--- config.mk ---
export PLATFORM = sky130hd
export DESIGN_NAME = wordpack_codec
export DESIGN_NICKNAME = d
export VERILOG_FILES = /design/src/rtl/wordpack_pkg.sv /design/src/rtl/wp_lane_expand.sv /design/src/rtl/wp_pack_core.sv /design/src/rtl/wp_unpack_core.sv /design/src/rtl/wp_out_stage.sv /design/src/rtl/wordpack_codec.sv
export SDC_FILE = /design/constraint.sdc
export NUM_CORES = 1
export LEC_CHECK = 0
export BUFFER_PORTS_ARGS = -buffer_cell sky130_fd_sc_hd__buf_2
export CAP_MARGIN = 20
export CORE_MARGIN = 2
export CORE_UTILIZATION = 54
export DETAILED_ROUTE_END_ITERATION = 8
export PLACE_DENSITY_LB_ADDON = 0.1
export SYNTH_ARGS = -nofsm -noshare
export SYNTH_HDL_FRONTEND = slang
export SYNTH_SLANG_ARGS = --single-unit
--- constraint.sdc ---
create_clock -name clk -period 9.3 [get_ports clk]
set_clock_uncertainty 0.05 [all_clocks]
set_input_delay 0 -clock clk [delete_from_list [all_inputs] [get_ports clk]]
set_output_delay 0 -clock clk [all_outputs]
set_load 0.01 [all_outputs]
--- src/rtl/wordpack_pkg.sv ---
package wordpack_pkg;
   localparam int LANES  = 4;
   localparam int BYTE_W = 8;
   localparam int WORD_W = LANES * BYTE_W;
   localparam int CNT_W  = $clog2(LANES + 1);

   localparam logic [3*BYTE_W-1:0] TAG_ONE   = 24'h808080;
   localparam logic [2*BYTE_W-1:0] TAG_TWO   = 16'h8181;
   localparam logic [BYTE_W-1:0]   TAG_THREE = 8'h82;

   typedef logic [LANES-1:0][BYTE_W-1:0] lanes_t;
   typedef logic [LANES-1:0][CNT_W-1:0]  cnts_t;
endpackage

--- src/rtl/wp_lane_expand.sv ---
module wp_lane_expand
   import wordpack_pkg::*;
#(
   parameter int CR_CODE = 8'h0D,
   parameter int LF_CODE = 8'h0A
) (
   input  lanes_t            src,
   input  logic [CNT_W-1:0]  src_cnt,
   input  logic              crlf_on,
   input  logic              skip_in,
   output lanes_t            slot,
   output logic [CNT_W-1:0]  slot_n,
   output cnts_t             cons_at,
   output logic [LANES-1:0]  ins_cr
);
   localparam logic [BYTE_W-1:0] CR_B = BYTE_W'(CR_CODE);
   localparam logic [BYTE_W-1:0] LF_B = BYTE_W'(LF_CODE);

   always_comb begin
      int   idx;
      logic sk;
      idx     = 0;
      sk      = skip_in;
      slot    = '0;
      slot_n  = '0;
      cons_at = '0;
      ins_cr  = '0;
      for (int s = 0; s < LANES; s++) begin
         if (idx < int'(src_cnt)) begin
            if (crlf_on && (src[idx[1:0]] == LF_B) && !sk) begin
               slot[s]   = CR_B;
               ins_cr[s] = 1'b1;
               sk        = 1'b1;
            end else begin
               slot[s] = src[idx[1:0]];
               sk      = 1'b0;
               idx     = idx + 1;
            end
            cons_at[s] = CNT_W'(idx);
            slot_n     = CNT_W'(s + 1);
         end
      end
   end
endmodule

--- src/rtl/wp_pack_core.sv ---
module wp_pack_core
   import wordpack_pkg::*;
(
   input  lanes_t            slot,
   input  logic [CNT_W-1:0]  slot_n,
   input  cnts_t             cons_at,
   input  logic [LANES-1:0]  ins_cr,
   output logic [WORD_W-1:0] word,
   output logic [CNT_W-1:0]  used,
   output logic              skip_next,
   output logic              any
);
   logic             clash;
   logic [CNT_W-1:0] n_eff;

   always_comb begin
      clash = (slot[3] == TAG_THREE) ||
              ({slot[3], slot[2]} == TAG_TWO) ||
              ({slot[3], slot[2], slot[1]} == TAG_ONE);
      n_eff = (slot_n == CNT_W'(LANES) && clash) ? CNT_W'(LANES - 1) : slot_n;
      case (n_eff)
         CNT_W'(1): word = {TAG_ONE, slot[0]};
         CNT_W'(2): word = {TAG_TWO, slot[1], slot[0]};
         CNT_W'(3): word = {TAG_THREE, slot[2], slot[1], slot[0]};
         CNT_W'(4): word = slot;
         default:   word = '0;
      endcase
      any       = (n_eff != '0);
      used      = any ? cons_at[n_eff - CNT_W'(1)] : '0;
      skip_next = any ? ins_cr[n_eff - CNT_W'(1)] : 1'b0;
   end
endmodule

--- src/rtl/wp_unpack_core.sv ---
module wp_unpack_core
   import wordpack_pkg::*;
(
   input  logic [WORD_W-1:0] word,
   output logic [WORD_W-1:0] bytes_o,
   output logic [CNT_W-1:0]  count
);
   always_comb begin
      if (word[WORD_W-1:BYTE_W] == TAG_ONE)
         count = CNT_W'(1);
      else if (word[WORD_W-1:2*BYTE_W] == TAG_TWO)
         count = CNT_W'(2);
      else if (word[WORD_W-1:3*BYTE_W] == TAG_THREE)
         count = CNT_W'(3);
      else
         count = CNT_W'(4);
      for (int l = 0; l < LANES; l++)
         bytes_o[l*BYTE_W +: BYTE_W] = (l < int'(count)) ? word[l*BYTE_W +: BYTE_W] : '0;
   end
endmodule

--- src/rtl/wp_out_stage.sv ---
module wp_out_stage #(
   parameter int W = 32
) (
   input  logic         clk,
   input  logic         rst_n,
   input  logic         up_take,
   input  logic         up_load,
   output logic         up_ready,
   input  logic [W-1:0] up_data,
   output logic         dn_valid,
   input  logic         dn_ready,
   output logic [W-1:0] dn_data
);
   assign up_ready = !dn_valid || dn_ready;

   always_ff @(posedge clk or negedge rst_n) begin
      if (!rst_n) begin
         dn_valid <= 1'b0;
         dn_data  <= '0;
      end else if (up_take && up_ready && up_load) begin
         dn_valid <= 1'b1;
         dn_data  <= up_data;
      end else if (dn_ready) begin
         dn_valid <= 1'b0;
      end
   end
endmodule

--- src/rtl/wordpack_codec.sv ---
module wordpack_codec
   import wordpack_pkg::*;
#(
   parameter int CR_CODE      = 8'h0D,
   parameter int LF_CODE      = 8'h0A,
   parameter bit CRLF_SUPPORT = 1'b1
) (
   input  logic        clk,
   input  logic        rst_n,
   input  logic        enc_in_valid,
   output logic        enc_in_ready,
   input  logic [31:0] enc_in_bytes,
   input  logic [2:0]  enc_in_count,
   input  logic        enc_crlf_mode,
   output logic        enc_out_valid,
   input  logic        enc_out_ready,
   output logic [31:0] enc_out_word,
   output logic [2:0]  enc_out_used,
   input  logic        dec_in_valid,
   output logic        dec_in_ready,
   input  logic [31:0] dec_in_word,
   output logic        dec_out_valid,
   input  logic        dec_out_ready,
   output logic [31:0] dec_out_bytes,
   output logic [2:0]  dec_out_count
);
   localparam int ENC_PAY = WORD_W + CNT_W;
   localparam int DEC_PAY = WORD_W + CNT_W;

   if (CR_CODE < 0 || CR_CODE >= (1 << BYTE_W)) begin : g_bad_cr
      $error("wordpack_codec: CR_CODE does not fit a byte");
   end
   if (LF_CODE < 0 || LF_CODE >= (1 << BYTE_W)) begin : g_bad_lf
      $error("wordpack_codec: LF_CODE does not fit a byte");
   end
   if (CR_CODE == LF_CODE) begin : g_bad_pair
      $error("wordpack_codec: CR_CODE and LF_CODE must differ");
   end

   lanes_t            src;
   logic [CNT_W-1:0]  cnt_c;
   lanes_t            slot;
   logic [CNT_W-1:0]  slot_n;
   cnts_t             cons_at;
   logic [LANES-1:0]  ins_cr;
   logic [WORD_W-1:0] pk_word;
   logic [CNT_W-1:0]  pk_used;
   logic              pk_skip;
   logic              pk_any;
   logic              skip_q;
   logic              enc_take;

   assign src   = enc_in_bytes;
   assign cnt_c = (enc_in_count > 3'(LANES)) ? CNT_W'(LANES) : enc_in_count;

   if (CRLF_SUPPORT) begin : g_crlf
      wp_lane_expand #(
         .CR_CODE (CR_CODE),
         .LF_CODE (LF_CODE)
      ) i_expand (
         .src     (src),
         .src_cnt (cnt_c),
         .crlf_on (enc_crlf_mode),
         .skip_in (skip_q),
         .slot    (slot),
         .slot_n  (slot_n),
         .cons_at (cons_at),
         .ins_cr  (ins_cr)
      );
   end else begin : g_plain
      assign slot   = src;
      assign slot_n = cnt_c;
      assign ins_cr = '0;
      for (genvar s = 0; s < LANES; s++) begin : g_cons
         assign cons_at[s] = CNT_W'(s + 1);
      end
   end

   wp_pack_core i_pack (
      .slot      (slot),
      .slot_n    (slot_n),
      .cons_at   (cons_at),
      .ins_cr    (ins_cr),
      .word      (pk_word),
      .used      (pk_used),
      .skip_next (pk_skip),
      .any       (pk_any)
   );

   assign enc_take = enc_in_valid && enc_in_ready;

   always_ff @(posedge clk or negedge rst_n) begin
      if (!rst_n)
         skip_q <= 1'b0;
      else if (enc_take && pk_any)
         skip_q <= pk_skip;
   end

   logic [ENC_PAY-1:0] enc_pay;

   wp_out_stage #(.W(ENC_PAY)) i_enc_stage (
      .clk      (clk),
      .rst_n    (rst_n),
      .up_take  (enc_in_valid),
      .up_load  (pk_any),
      .up_ready (enc_in_ready),
      .up_data  ({pk_used, pk_word}),
      .dn_valid (enc_out_valid),
      .dn_ready (enc_out_ready),
      .dn_data  (enc_pay)
   );

   assign {enc_out_used, enc_out_word} = enc_pay;

   logic [WORD_W-1:0]  up_bytes;
   logic [CNT_W-1:0]   up_count;
   logic [DEC_PAY-1:0] dec_pay;

   wp_unpack_core i_unpack (
      .word    (dec_in_word),
      .bytes_o (up_bytes),
      .count   (up_count)
   );

   wp_out_stage #(.W(DEC_PAY)) i_dec_stage (
      .clk      (clk),
      .rst_n    (rst_n),
      .up_take  (dec_in_valid),
      .up_load  (1'b1),
      .up_ready (dec_in_ready),
      .up_data  ({up_count, up_bytes}),
      .dn_valid (dec_out_valid),
      .dn_ready (dec_out_ready),
      .dn_data  (dec_pay)
   );

   assign {dec_out_count, dec_out_bytes} = dec_pay;
endmodule

Yosys cells after proc, flatten, opt, wreduce, memory -nomap -nowiden. Index checks and enable logic that the tools add are counted.

Output and inout port bits: 74. Input port bits: 74. Memories: 0. Memory bits (read-only): 0. Word-level logic and storage cells: 122. Bits in writable memories: 0. Register bits after elaboration: 73. Bits in latches: 0.

Reductions and logical operators: 25. Muxes and demuxes: 60. Divide/modulo/power cells: 0. Multiply operators: 0. Shift-type cells: 0. Bitwise gates (word level): 0. Equal/unequal tests: 15. $add $sub $neg: 4. $lt $le $gt $ge: 13.

Operators by type and width (number): 2-to-1 mux 32 bit (5); one-hot mux 32 bit (4 select lines) (1); 2-to-1 mux 8 bit (15); < comparator 32 x 4 -> 1 bit (3); adder 32 x 2 -> 32 bit, second input constant (2); binary-select mux 8 bit (select 2 bit) (3); equality test 24 bit, second input constant (2); 2-to-1 mux 3 bit (13); equality test 16 bit, second input constant (2); equality test 8 x 4 -> 1 bit, second input constant (4); 2-to-1 mux 1 bit (19); equality test 8 bit, second input constant (2); logical AND 1 bit (12); < comparator 1 x 3 -> 1 bit, first input constant (3); < comparator 2 x 3 -> 1 bit, second input constant (3); binary-select mux 3 bit (select 2 bit) (1); equality test 3 x 2 -> 1 bit, second input constant (2); equality test 3 bit, second input constant (2); zero test 1 bit (6); < comparator 2 x 3 -> 1 bit, first input constant (2); logical OR 1 bit (4); 2-to-1 mux 2 bit (2); nonzero test 2 bit (2); adder 3 x 2 -> 3 bit, second input constant (1); other kinds (6) (6).

Depth between registers and ports, before layout. Gate-level depths: netlist (run 1).

Depth after elaboration: 35. Mapped depth: 38. Depth with buffers taken out: 33.

By module. A second synthesis (run 1) with hierarchy kept.

Cell total of the unflattened synthesis: 546. Area, all modules: 5891.9 um2.

By module, submodules not included: wp_out_stage (area each 1517.7 um2, times used 2, cells each 79, seq. area each 900.9 um2); wp_lane_expand (area each 1793.0 um2, times used 1, cells each 235, seq. area each 0.0 um2); wp_pack_core (area each 726.9 um2, times used 1, cells each 98, seq. area each 0.0 um2); wp_unpack_core (area each 271.5 um2, times used 1, cells each 48, seq. area each 0.0 um2); wordpack_codec (area each 65.1 um2, times used 1, cells each 7, seq. area each 25.0 um2).

Least setup slack after synthesis (run 1). OpenSTA, ideal clock, no wires.

Kind: register -> register. Start: register skip_q. End: register i_enc_stage.dn_data[4]. Clock period less this slack: 7496 ps. Data arrival time: 7308 ps. Data required time: 9112 ps. Stages on the path, launching flop included: 31. Setup slack: 1804 ps. Library setup time: 138 ps. Path buffers: 2. Path through: dfrtp_1 -> nor4b_1 -> a31oi_1 -> mux2_2 -> a21boi_0 -> and3_1 -> nand2_1 -> ha_1 -> or4_4 -> nand2_8 -> mux2i_1 -> or3b_4 -> o41ai_4 -> mux2i_1 -> clkinv_2 -> ha_1 -> nor3_1 -> nand3_1 -> a31oi_1 -> a41oi_1 -> a21oi_1 -> buf_2 -> nand2b_1 -> a21boi_1 -> inv_1 -> ha_1 -> or3_1 -> and3_1 -> buf_1 -> nand3_1 -> o221ai_1.

Word-level cells in the longest chain between the ends: 32. Elaborated cells on any way between the ends: 63. Classes of those cells: add/sub: 2; order compare: 3; eq/ne: 11; mux: 31; reduce/logical: 16.

RTL lines: start, declared (RTL line wordpack_codec.sv:50) `logic skip_q;`; start signal, assigned (RTL line wordpack_codec.sv:96) `skip_q <= pk_skip;`; parallel branches: the longest is 32 deep, another holds adder 32 x 2 -> 32 bit; end signal, assigned (RTL line wp_out_stage.sv:22) `dn_data <= up_data;`; end, declared (RTL line wp_out_stage.sv:12) `output logic [W-1:0] dn_data`.

Parallel ways; which one is timed is not known. The select of a mux whose other input is x is not followed. A chain may end at the register's enable or synchronous reset.

Worst setup path after layout (run 1).
Start: register skip_q. End: register i_enc_stage.dn_valid.

Word-level cells in the longest chain between the ends: 33. Elaborated cells on any way between the ends: 58. Classes of those cells: add/sub: 2; order compare: 3; eq/ne: 7; mux: 29; reduce/logical: 17.

RTL lines: parallel branches: the longest is 29 deep, another holds adder 32 x 2 -> 32 bit; 2-to-1 mux 3 bit (*) (RTL line wp_pack_core.sv:20) `n_eff = (slot_n == CNT_W'(LANES) && clash) ? CNT_W'(LANES - 1) : slot_n;`; nonzero test 3 bit (*) (RTL line wp_pack_core.sv:28) `any = (n_eff != '0);`; logical AND 1 bit (*) (RTL line wp_out_stage.sv:20) `end else if (up_take && up_ready && up_load) begin`; 2-to-1 mux 1 bit or nonzero test 2 bit (tied branches); end signal, assigned (RTL line wp_out_stage.sv:18) `dn_valid <= 1'b0;`; end signal, assigned (RTL line wp_out_stage.sv:21) `dn_valid <= 1'b1;`; end signal, assigned (RTL line wp_out_stage.sv:24) `dn_valid <= 1'b0;`; end, declared (RTL line wp_out_stage.sv:10) `output logic dn_valid,`.

Every way passes the cells marked *. The select of a mux whose other input is x is not followed.

==> results by group, run 1 <==
Setup path
  – Crit path launch type: register
  – Launch point of the worst reg-to-reg path: skip_q
  – Flop2flop setup slack: approximately 0.64 ns
  – Crit end category: register
  – Worst-path fanout max: 22
  – Max stage delay cell, worst path: or4_4
  – RR Endpoint: i_enc_stage.dn_valid
  – Max incr delay on CP: 0.62 ns
  – R2R cell count: 34
  – Worst Path Required: ~9.6 ns
  – Crit path DAT: 8.91 ns
  – Kind of critical path: reg2reg

Clock network
  – H-tree level count: 3
  – Clock root cell: clkbuf_8
  – CTS buffer count: 9
  – CTS sink cnt: 73
  – Clk slew on worst S/H paths: about 0.09 ns
  – CTS tree: built
  – Max clock buf depth: 2
  – Worst skew pair latency: 0.36 ns

Floorplanning
  – Ports: 148
  – Initial core utilization: 56.1%
  – Die Y: 105 um
  – Num rows: 36
  – Core footprint: 0.00986 sq mm
  – Die width: 105 um
  – Total Die Area: 0.0111 sq mm

Placed design
  – Routability cong.: 1.00
  – Buffers on Ports: 147
  – Placed insts: 887
  – Pre-CTS WS: 0.558 ns
  – DPL Wire Length: 14.0 mm
  – Post-DP Area: 0.00633 sq mm

Synthesis
  – Netlist cell types: 88
  – Number of synthesized register bits: 73
  – Mapped Nets: 726
  – Asr flop ratio synth: 100%
  – Most used DFF post-synth: dfrtp_1
  – Mapped Area: 0.00553 sq mm
  – Number of synthesized flops with an enable pin: 0
  – Mapped Cells: 642
  – Sequential-to-total area share from yosys stat: 33.0%
  – Count of synthesis-stage warnings from yosys: 0
  – Syn avg cell area: 8.61 sq um

Global route
  – GRT Overall Usage: 35.7%
  – Pin count of the biggest net entering global routing: between 70 and 80
  – Vias in the first global route: approximately 5800
  – Initial antenna violation count: 0
  – First-pass GRT wire length: 31.3 mm
  – GRT overflow: 0

STA
  – Worst setup margin: 0.638 ns
  – Setup_tns: 0 ns
  – Tcrit/Tclk final: about 93%
  – Max-slew violations: 0
  – Relative slew slack: between 30% and 40%
  – RSZ-0062 raised after global routing: false
  – Final-report hold violation count: 0
  – Hold_ws: 0.0130 ns
  – Fmax: 0.115 GHz
  – Final setup fails: 0
  – Minimum clock period: 8.66 ns
  – Worst slew pin tran: 0.917 ns

Cells and area
  – Design Area, Final: 0.00706 sq mm
  – Nets: 896
  – Share of layout cells above drive strength 1: 28.9%
  – Non-Filler Instances: 950
  – Layout area overhead: 27.7%
  – Antenna Cells: 0

Routing
  – 1st-iter DRT viols: 714
  – Avg Vias per Cell: 6.56
  – Via count: about 6200
  – WL/cell: 20.9 um
  – DRC errors left: 0
  – Detailed Routing Iterations Pass 1: 7
  – Antenna-violating nets left: 0
  – WL final: 19.8 mm

Outcome
  – Outcome: finished, final reports clean

Power
  – Combinational Power Share: 42.8%
  – Clk pwr share: 24.5%
  – Sw frac: 39.8%
  – Cell Int Power: about 790 uW
  – P_leak: between 3 and 4 nW
  – P_sw: 521 uW
  – Sequential Power Share: about a third
  – Maximum vdd ir drop: between 100 and 150 uV
  – P per Cell Area: between 150 and 200 mW/mm^2

Run
  – Maxcap violations: 0

Min path
  – Hold WC Path Type: in2reg
  – Hold EP: i_enc_stage.dn_data[5]
  – Hold Crit Start: enc_in_bytes[5]
  – Hold path depth: 3
cell usage in the layout (no fill, tap or decap), types with 21 or more instances in the layout:
cell           instances
mux2i_1               22
o21ai_0               31
nor2_1                36
a22o_1                23
buf_2                146
nand3_1               45
dlygate4sd3_1         41
dfrtp_1               73
a21oi_1               21
nand2_1               89
synth_stat cells, drive strengths merged (5+ instances only):
| library cell | count | share of area (%) |
|---|---|---|
| o221ai | 10 | 1.6 |
| mux2 | 19 | 3.9 |
| a31oi | 12 | 1.5 |
| ha | 10 | 2.3 |
| o21ai | 34 | 3.3 |
| nor4b | 5 | 0.79 |
| clkbuf | 30 | 2.1 |
| nand2 | 91 | 6.5 |
| dfrtp | 73 | 33 |
| a21oi | 21 | 1.9 |
| mux2i | 22 | 4.0 |
| inv | 11 | 0.75 |
| a211oi | 7 | 1.0 |
| and3 | 10 | 1.1 |
| nand2b | 6 | 0.68 |
| or3 | 6 | 0.77 |
| buf | 16 | 1.6 |
| nor4 | 8 | 1.2 |
| a22o | 23 | 3.6 |
| a221o | 5 | 0.91 |
| nand4 | 11 | 1.2 |
| nor3 | 21 | 2.0 |
| a22oi | 5 | 0.68 |
| and2 | 12 | 1.4 |
| nand3 | 45 | 4.1 |
| nor2 | 37 | 2.5 |
| o211ai | 10 | 1.4 |
| o31ai | 7 | 0.95 |
timing repair:
action	4_1_cts	5_1_grt
setup endpoints to repair	0	37
endpoints found under the hold margin	112	0
hold buffers	41	0
gates resized for setup	0	5
buffers inserted	0	6
worst max path at each step:
stage                start                     end  cells after the start
finish              skip_q    i_enc_stage.dn_valid                     34
global route        skip_q    i_enc_stage.dn_valid                     34
CTS                 skip_q    i_enc_stage.dn_valid                     35
detailed placement  skip_q  i_enc_stage.dn_data[7]                     34
global placement    skip_q  i_enc_stage.dn_data[7]                     31
floorplan           skip_q  i_enc_stage.dn_data[4]                     30
power by group through the flow:
stage               logic [mW]  clock network (mW)  registers [mW]
floorplan                0.305                   0           0.461
global route             0.600               0.339           0.435
detailed placement       0.525                   0           0.432
CTS                      0.542               0.321           0.425
global placement         0.520                   0           0.428
finish                   0.559               0.320           0.428
through the flow:
stage / power, mW / utilization, %
2_1_floorplan: 0.766 / -
3_3_place_gp: 0.948 / 64.2
3_5_place_dp: 0.957 / 64.2
4_1_cts: 1.29 / 70.9
5_1_grt: 1.37 / 71.6
6_report: 1.31 / 71.6
state kept, by name, indices dropped and copies added, names as in the netlist:
signal / flops
i_dec_stage.dn_valid: 1
skip_q: 1
i_enc_stage.dn_data: 35
i_dec_stage.dn_data: 35
i_enc_stage.dn_valid: 1
cells by family after synthesis:
logic type	count (synthesis)	synth area share, %
and+or+nand+nor	273	25.4
adders and majority gates	10	2.26
buffers and inverters	59	4.59
xor gates and xnor gates	3	0.611
DFF	73	33.0
muxes	42	8.26
AOI/OAI and AO/OA	182	25.8
layer usage:
layer,vias to the layer above,global-route usage [%],part of all wire [%]
li1,2788,-,-
met1,2973,51.5,42
met2,421,54.3,45
met3,47,6.67,11
met4,0,10.4,2.2
met5,-,0,0
critical path, delay by kind of cell (launching register included):
family / cells / cell delay (ns)
simple gates: 11 / 2.62
flops: 1 / 0.44
mux: 2 / 0.49
buf+inv: 8 / 1.88
fa+ha+maj: 3 / 0.79
compound gates: 10 / 2.30
cell type report:
cell class                 count  area (sq um)
multi-input combinational    510          3490
clock buffer                   9           124
clock inverter                 7           124
sequential                    73          1830
timing repair buffer         205          1280
tap                          133           166
fill                         755          2810
inverter                      13          53.8
Power figures use the tool's default switching activity.
==> run 2: changes to the inputs <==
--- a/config.mk
+++ b/config.mk
@@ -9,6 +9,7 @@
 export CAP_MARGIN = 20
 export CORE_MARGIN = 2
 export CORE_UTILIZATION = 54
+export CTS_BUF_LIST = sky130_fd_sc_hd__clkbuf_16
 export DETAILED_ROUTE_END_ITERATION = 8
 export PLACE_DENSITY_LB_ADDON = 0.1
 export SYNTH_ARGS = -nofsm -noshare
==> results by group, run 2 (synthesized netlist as in run 1, its figures left out) <==
Clock network
  – Clk slew on worst S/H paths: 0.06 ns (-0.03 ns)
  – CTS tree: built
  – H-tree level count: 3 (unchanged)
  – Worst skew pair latency: 0.34 ns (-0.02 ns)
  – Max clock buf depth: 2 (unchanged)
  – CTS buffer count: 9 (unchanged)
  – CTS sink cnt: 73 (unchanged)
  – Clock root cell: clkbuf_16

STA
  – Tcrit/Tclk final: 93.3% (+0.15 points)
  – RSZ-0062 raised after global routing: false
  – Relative slew slack: 38.6% (-0.26 points)
  – Minimum clock period: 8.68 ns (+0.0141 ns)
  – Fmax: 0.115 GHz (-0.16%)
  – Max-slew violations: 0 (unchanged)
  – Worst setup margin: 0.624 ns (-0.0141 ns)
  – Final-report hold violation count: 0 (unchanged)
  – Final setup fails: 0 (unchanged)
  – Worst slew pin tran: 0.921 ns (+0.00391 ns)
  – Setup_tns: 0 ns (unchanged)

Global route
  – GRT overflow: 0 (unchanged)
  – Pin count of the biggest net entering global routing: 74 (unchanged)
  – GRT Overall Usage: 36.1% (+0.38 points)
  – Initial antenna violation count: 0 (unchanged)
  – Vias in the first global route: 5928 (+1.8%)
  – First-pass GRT wire length: 31.5 mm (+0.86%)

Setup path
  – Launch point of the worst reg-to-reg path: skip_q
  – Max stage delay cell, worst path: or4_4
  – Max incr delay on CP: 0.62 ns (about the same)
  – Worst Path Required: 9.53 ns (-0.02 ns)
  – Crit path DAT: 8.91 ns (about the same)
  – Crit end category: register
  – Kind of critical path: reg2reg
  – Crit path max-delay family: simple AND/OR/NAND/NOR gates
  – RR Endpoint: i_enc_stage.dn_valid
  – Flop2flop setup slack: 0.62 ns (about the same)
  – R2R cell count: 34 (unchanged)
  – Worst-path fanout max: 22 (unchanged)
  – Buf/Inv on CP: 8 (unchanged)
  – Crit path launch type: register
  – Crit path depth: 34 (unchanged)

Run
  – Maxcap violations: 0 (unchanged)

Routing
  – DRC errors left: 0 (unchanged)
  – Detailed Routing Iterations Pass 1: 6 (-1)
  – Via count: 6233 (+0.064%)
  – WL/cell: 21.0 um (+0.79%)
  – Avg Vias per Cell: 6.59 (+0.49%)
  – WL final: 19.9 mm (+0.37%)
  – 1st-iter DRT viols: 696 (-2.5%)
  – Antenna-violating nets left: 0 (unchanged)

Power
  – P per Cell Area: 197 mW/mm^2 (+6.5%)
  – P_leak: 3.25 nW (+0.66%)
  – Cell Int Power: 870 uW (+11%)
  – Clk pwr share: 29.6% (+5.1 points)
  – Maximum vdd ir drop: 105 uV (+2.1%)
  – P_sw: 534 uW (+2.5%)
  – Sw frac: 38.0% (-1.8 points)
  – Combinational Power Share: 39.9% (-2.9 points)
  – Sequential Power Share: 30.5% (-2.3 points)

Cells and area
  – Share of layout cells above drive strength 1: 29.2% (+0.27 points)
  – Design Area, Final: 0.00712 sq mm (+0.82%)
  – Most frequent cells in the layout: buf_2 (146), nand2_1 (89), dfrtp_1 (73), nand3_1 (45), dlygate4sd3_1 (37)
  – Commonest non-fill, non-tap cell in the layout: buf_2
  – Nets: 892 (-0.45%)
  – Largest registers: i_dec_stage.dn_data (35), i_enc_stage.dn_data (35)
  – Fin util: 72.1% (+0.58 points)
  – Layout area overhead: 28.7%
  – Antenna Cells: 0 (unchanged)

Floorplanning
  – Die width: 105 um (unchanged)
  – Die Y: 105 um (unchanged)
  – Core footprint: 0.00986 sq mm (unchanged)
  – Ports: 148 (unchanged)
  – Total Die Area: 0.0111 sq mm (unchanged)
  – Initial core utilization: 56.1% (unchanged)
  – Num rows: 36 (unchanged)

Placed design
  – Buffers on Ports: 147 (unchanged)
  – DPL Wire Length: 14.0 mm (unchanged)
  – Routability cong.: 1.00 (unchanged)
  – Pre-CTS WS: 0.558 ns (unchanged)
  – Post-DP Area: 0.00633 sq mm (unchanged)

Min path
  – Hold WC Path Type: in2reg
  – Hold Crit Start: enc_in_bytes[7]
  – Hold EP: i_enc_stage.dn_data[7]
  – Hold path depth: 3 (unchanged)

Outcome
  – Outcome: finished, final reports clean
run 2: cell types whose count changed in the layout (fill, tap and decap cells not counted):
cell | before | now
clkbuf_16 | 0 | 9
clkbuf_8 | 9 | 0
nor3_2 | 2 | 1
nor3b_2 | 0 | 1
dlygate4sd3_1 | 41 | 37
clkinvlp_4 | 2 | 3
a21boi_2 | 1 | 2
nor3b_4 | 1 | 0
a21boi_1 | 1 | 0
inv_1 | 10 | 9
nor3_1 | 19 | 20
run 2: per-stage QoR:
step / hold WS [ns] / cells / power [mW]
2_1_floorplan: -0.346 / 642 / 0.766
3_3_place_gp: 0.116 / 887 / 0.948
3_5_place_dp: 0.139 / 887 / 0.957
4_1_cts: 0.0221 / 940 / 1.38
5_1_grt: 0.0417 / 946 / 1.47
6_report: 0.0150 / 946 / 1.40
run 2: power groups by stage:
stage / clock network, mW / registers [mW] / logic (mW)
after floorplan: 0 / 0.461 / 0.305
after global placement: 0 / 0.428 / 0.520
after detailed placement: 0 / 0.432 / 0.525
after CTS: 0.413 / 0.426 / 0.542
after global routing: 0.431 / 0.436 / 0.602
final: 0.415 / 0.428 / 0.560
run 2: area by class of cell:
cell class,count,area (sq um)
fillers,735,2750
multi-input cells,510,3480
clock buffers,9,225
repair buffers,201,1240
inverters,13,57.6
flip-flops and latches,73,1830
well taps,133,166
clock inverters,7,124
run 2: worst max-delay path by stage:
stage	start	end	slack, ns
global route	skip_q	i_enc_stage.dn_valid	0.06
global placement	skip_q	i_enc_stage.dn_data[7]	1.04
finish	skip_q	i_enc_stage.dn_valid	0.62
CTS	skip_q	i_enc_stage.dn_valid	0.37
detailed placement	skip_q	i_enc_stage.dn_data[7]	0.56
floorplan	skip_q	i_enc_stage.dn_data[4]	1.80
run 2: worst register-to-register path, delay by kind of cell, from the launching register on:
kind | cells | cell delay, ns
buffers and inverters | 8 | 1.77
DFF | 1 | 0.44
muxes | 2 | 0.51
and+or+nand+nor | 11 | 2.76
AOI/OAI and AO/OA | 10 | 2.31
adders and majority gates | 3 | 0.78
run 2: metal layers:
metal | routed length [um] | vias to the layer above | global-route usage, %
met3 | 2240 | 47 | 6.49
li1 | - | 2780 | -
met2 | 8810 | 447 | 54.8
met5 | 0 | - | 0
met1 | 8340 | 2959 | 51.4
met4 | 522 | 0 | 12.5
run 2: repair_timing:
action,CTS,global route
hold buffers,37,0
endpoints found under the hold margin,108,0
setup endpoints to repair,0,36
resized for setup,0,5
buffers inserted,0,6
==> run 3: changes to the inputs <==
==> constraint.sdc (replaced) <==
create_clock -name clk -period 9.95 [get_ports clk]
set_clock_uncertainty 0.05 [all_clocks]
set_input_delay 0 -clock clk [delete_from_list [all_inputs] [get_ports clk]]
set_output_delay 0 -clock clk [all_outputs]
set_load 0.01 [all_outputs]
==> results by group, run 3 (synthesized netlist as in run 1, its figures left out) <==
Cells and area
  – Share of layout cells above drive strength 1: 28.0% (-1.2 points)
  – Antenna Cells: 0 (unchanged)
  – Most frequent cells in the layout: buf_2 (146), nand2_1 (89), dfrtp_1 (73), nand3_1 (45)
  – Nets: 884 (-0.90%)
  – Commonest non-fill, non-tap cell in the layout: buf_2
  – Non-Filler Instances: 938 (-0.85%)
  – Largest registers: i_dec_stage.dn_data (35), i_enc_stage.dn_data (35)
  – Fillers: 804 (+9.4%)
  – Layout area overhead: 26.9%

Power
  – Total power: 1.28 mW (-8.8%)
  – P per Cell Area: 182 mW/mm^2 (-7.5%)
  – Clk pwr share: 28.1% (-1.5 points)
  – Cell Int Power: 783 uW (-9.9%)
  – Sw frac: 38.8% (+0.78 points)
  – Sequential Power Share: 31.4% (+0.9 points)
  – Combinational Power Share: 40.6% (+0.7 points)
  – Maximum vdd ir drop: 95.2 uV (-9.3%)
  – P_leak: 3.21 nW (-1.2%)
  – P_sw: 497 uW (-6.9%)

Clock network
  – H-tree level count: 3 (unchanged)
  – CTS buffer count: 9 (unchanged)
  – Worst skew pair latency: 0.34 ns (about the same)
  – CTS sink cnt: 73 (unchanged)
  – CTS tree: built
  – Max clock buf depth: 2 (unchanged)
  – Clock root cell: clkbuf_16
  – Clk slew on worst S/H paths: 0.07 ns (about the same)

STA
  – Relative slew slack: 23.5% (-15 points)
  – Worst slew pin tran: 1.14 ns (+0.220 ns)
  – Setup_tns: 0 ns (unchanged)
  – Final setup fails: 0 (unchanged)
  – Tcrit/Tclk final: 91.5% (-1.8 points)
  – Final-report hold violation count: 0 (unchanged)
  – RSZ-0062 raised after global routing: false
  – Minimum clock period: 9.11 ns (+0.432 ns)
  – Max-slew violations: 0 (unchanged)
  – Fmax: 0.110 GHz (-4.7%)

Setup path
  – Max incr delay on CP: 0.57 ns (-0.05 ns)
  – Crit path DAT: 9.29 ns (+0.38 ns)
  – Crit end category: register
  – Worst Path Required: 10.13 ns (+0.60 ns)
  – Crit path launch type: register
  – Most common cell type on the critical path: ha_1
  – Max stage delay cell, worst path: nor4b_1
  – Worst-path fanout max: 20 (-9.1%)
  – R2R cell count: 31 (-8.8%)
  – Kind of critical path: reg2reg

Global route
  – Vias in the first global route: 5991 (+1.1%)
  – GRT overflow: 0 (unchanged)
  – First-pass GRT wire length: 31.9 mm (+1.3%)
  – Pin count of the biggest net entering global routing: 74 (unchanged)
  – Initial antenna violation count: 0 (unchanged)
  – GRT Overall Usage: 36.0% (-0.046 points)

Placed design
  – Placed insts: 885 (-0.23%)
  – Buffers on Ports: 147 (unchanged)
  – Routability cong.: 0.997 (-0.36%)
  – DPL Wire Length: 14.4 mm (+2.3%)

Routing
  – WL final: 19.9 mm (about the same)
  – Detailed Routing Iterations Pass 1: 5 (-1)
  – Antenna-violating nets left: 0 (unchanged)
  – 1st-iter DRT viols: 656 (-5.7%)
  – DRC errors left: 0 (unchanged)
  – WL/cell: 21.2 um (+0.82%)
  – Avg Vias per Cell: 6.58 (-0.12%)
  – Via count: 6173 (-0.96%)

Run
  – Maxcap violations: 0 (unchanged)

Floorplanning
  – Die width: 105 um (unchanged)
  – Core footprint: 0.00986 sq mm (unchanged)
  – Ports: 148 (unchanged)
  – Num rows: 36 (unchanged)
  – Initial core utilization: 56.1% (unchanged)
  – Die Y: 105 um (unchanged)
  – Total Die Area: 0.0111 sq mm (unchanged)

Min path
  – Hold WC Path Type: in2reg
  – Hold path depth: 3 (unchanged)

Outcome
  – Outcome: finished, final reports clean
==> run 3: through the flow <==
stage | area [sq um] | utilization, % | hold slack, ns | setup WS, ns
after floorplan | 5530 | - | -0.346 | 2.45
after global routing | 7020 | 71.1 | 0.0331 | 0.0509
after detailed placement | 6320 | 64.0 | 0.141 | 1.20
final | 7020 | 71.1 | 0.0209 | 0.842
after CTS | 7010 | 71.1 | 0.0151 | 0.847
after global placement | 6320 | 64.0 | 0.116 | 1.62
==> run 3: layout make-up <==
class / instances / area (sq um) / area share, %
Multi-Input combinational cell: 510 / 3470 / 49.4
Clock buffer: 9 / 225 / 3.21
Timing Repair Buffer: 193 / 1180 / 16.8
Tap cell: 133 / 166 / 2.37
Inverter: 13 / 50.0 / 0.713
Clock inverter: 7 / 103 / 1.46
Sequential cell: 73 / 1830 / 26.0
==> run 3: power groups by stage <==
stage | Sequential [mW] | Combinational, mW | Clock, mW
global placement | 0.401 | 0.486 | 0
CTS | 0.400 | 0.507 | 0.361
finish | 0.401 | 0.519 | 0.359
detailed placement | 0.405 | 0.493 | 0
global route | 0.409 | 0.557 | 0.377
floorplan | 0.431 | 0.285 | 0
==> run 3: worst max-delay path: cells and delay by family, from the launching register on <==
family,cells,cell delay [ns]
buffers and inverters,6,1.91
adders and majority gates,4,1.43
muxes,2,0.49
and+or+nand+nor,8,1.97
DFF,1,0.41
AOI/OAI and AO/OA,11,2.74
==> run 3: path summary, 6_finish.rpt <==
check	start	to	slack, ns
setup / recovery	skip_q	i_enc_stage.dn_valid	0.84
hold / removal	enc_in_bytes[5]	i_enc_stage.dn_data[5]	0.02
setup reg to reg	skip_q	i_enc_stage.dn_valid	0.84
hold reg to reg	i_enc_stage.dn_data[28]	i_enc_stage.dn_data[28]	0.43
max in group asynchronous	rst_n	i_dec_stage.dn_data[21]	8.98
min in group asynchronous	rst_n	i_enc_stage.dn_data[31]	0.28
==> run 3: timing repair <==
| item | in CTS | in global routing |
|---|---|---|
| setup endpoints to repair | 0 | 1 |
| hold buffers | 37 | 0 |
| buffers inserted | 0 | 0 |
| gates resized for setup | 0 | 1 |
| hold endpoints to repair | 108 | 0 |
==> run 3: per-layer routing <==
layer | GRT usage, % | wire (um)
met3 | 6.92 | 1850
met1 | 50.7 | 8520
met4 | 11.2 | 450
met2 | 55.7 | 9080
met5 | 0 | 0
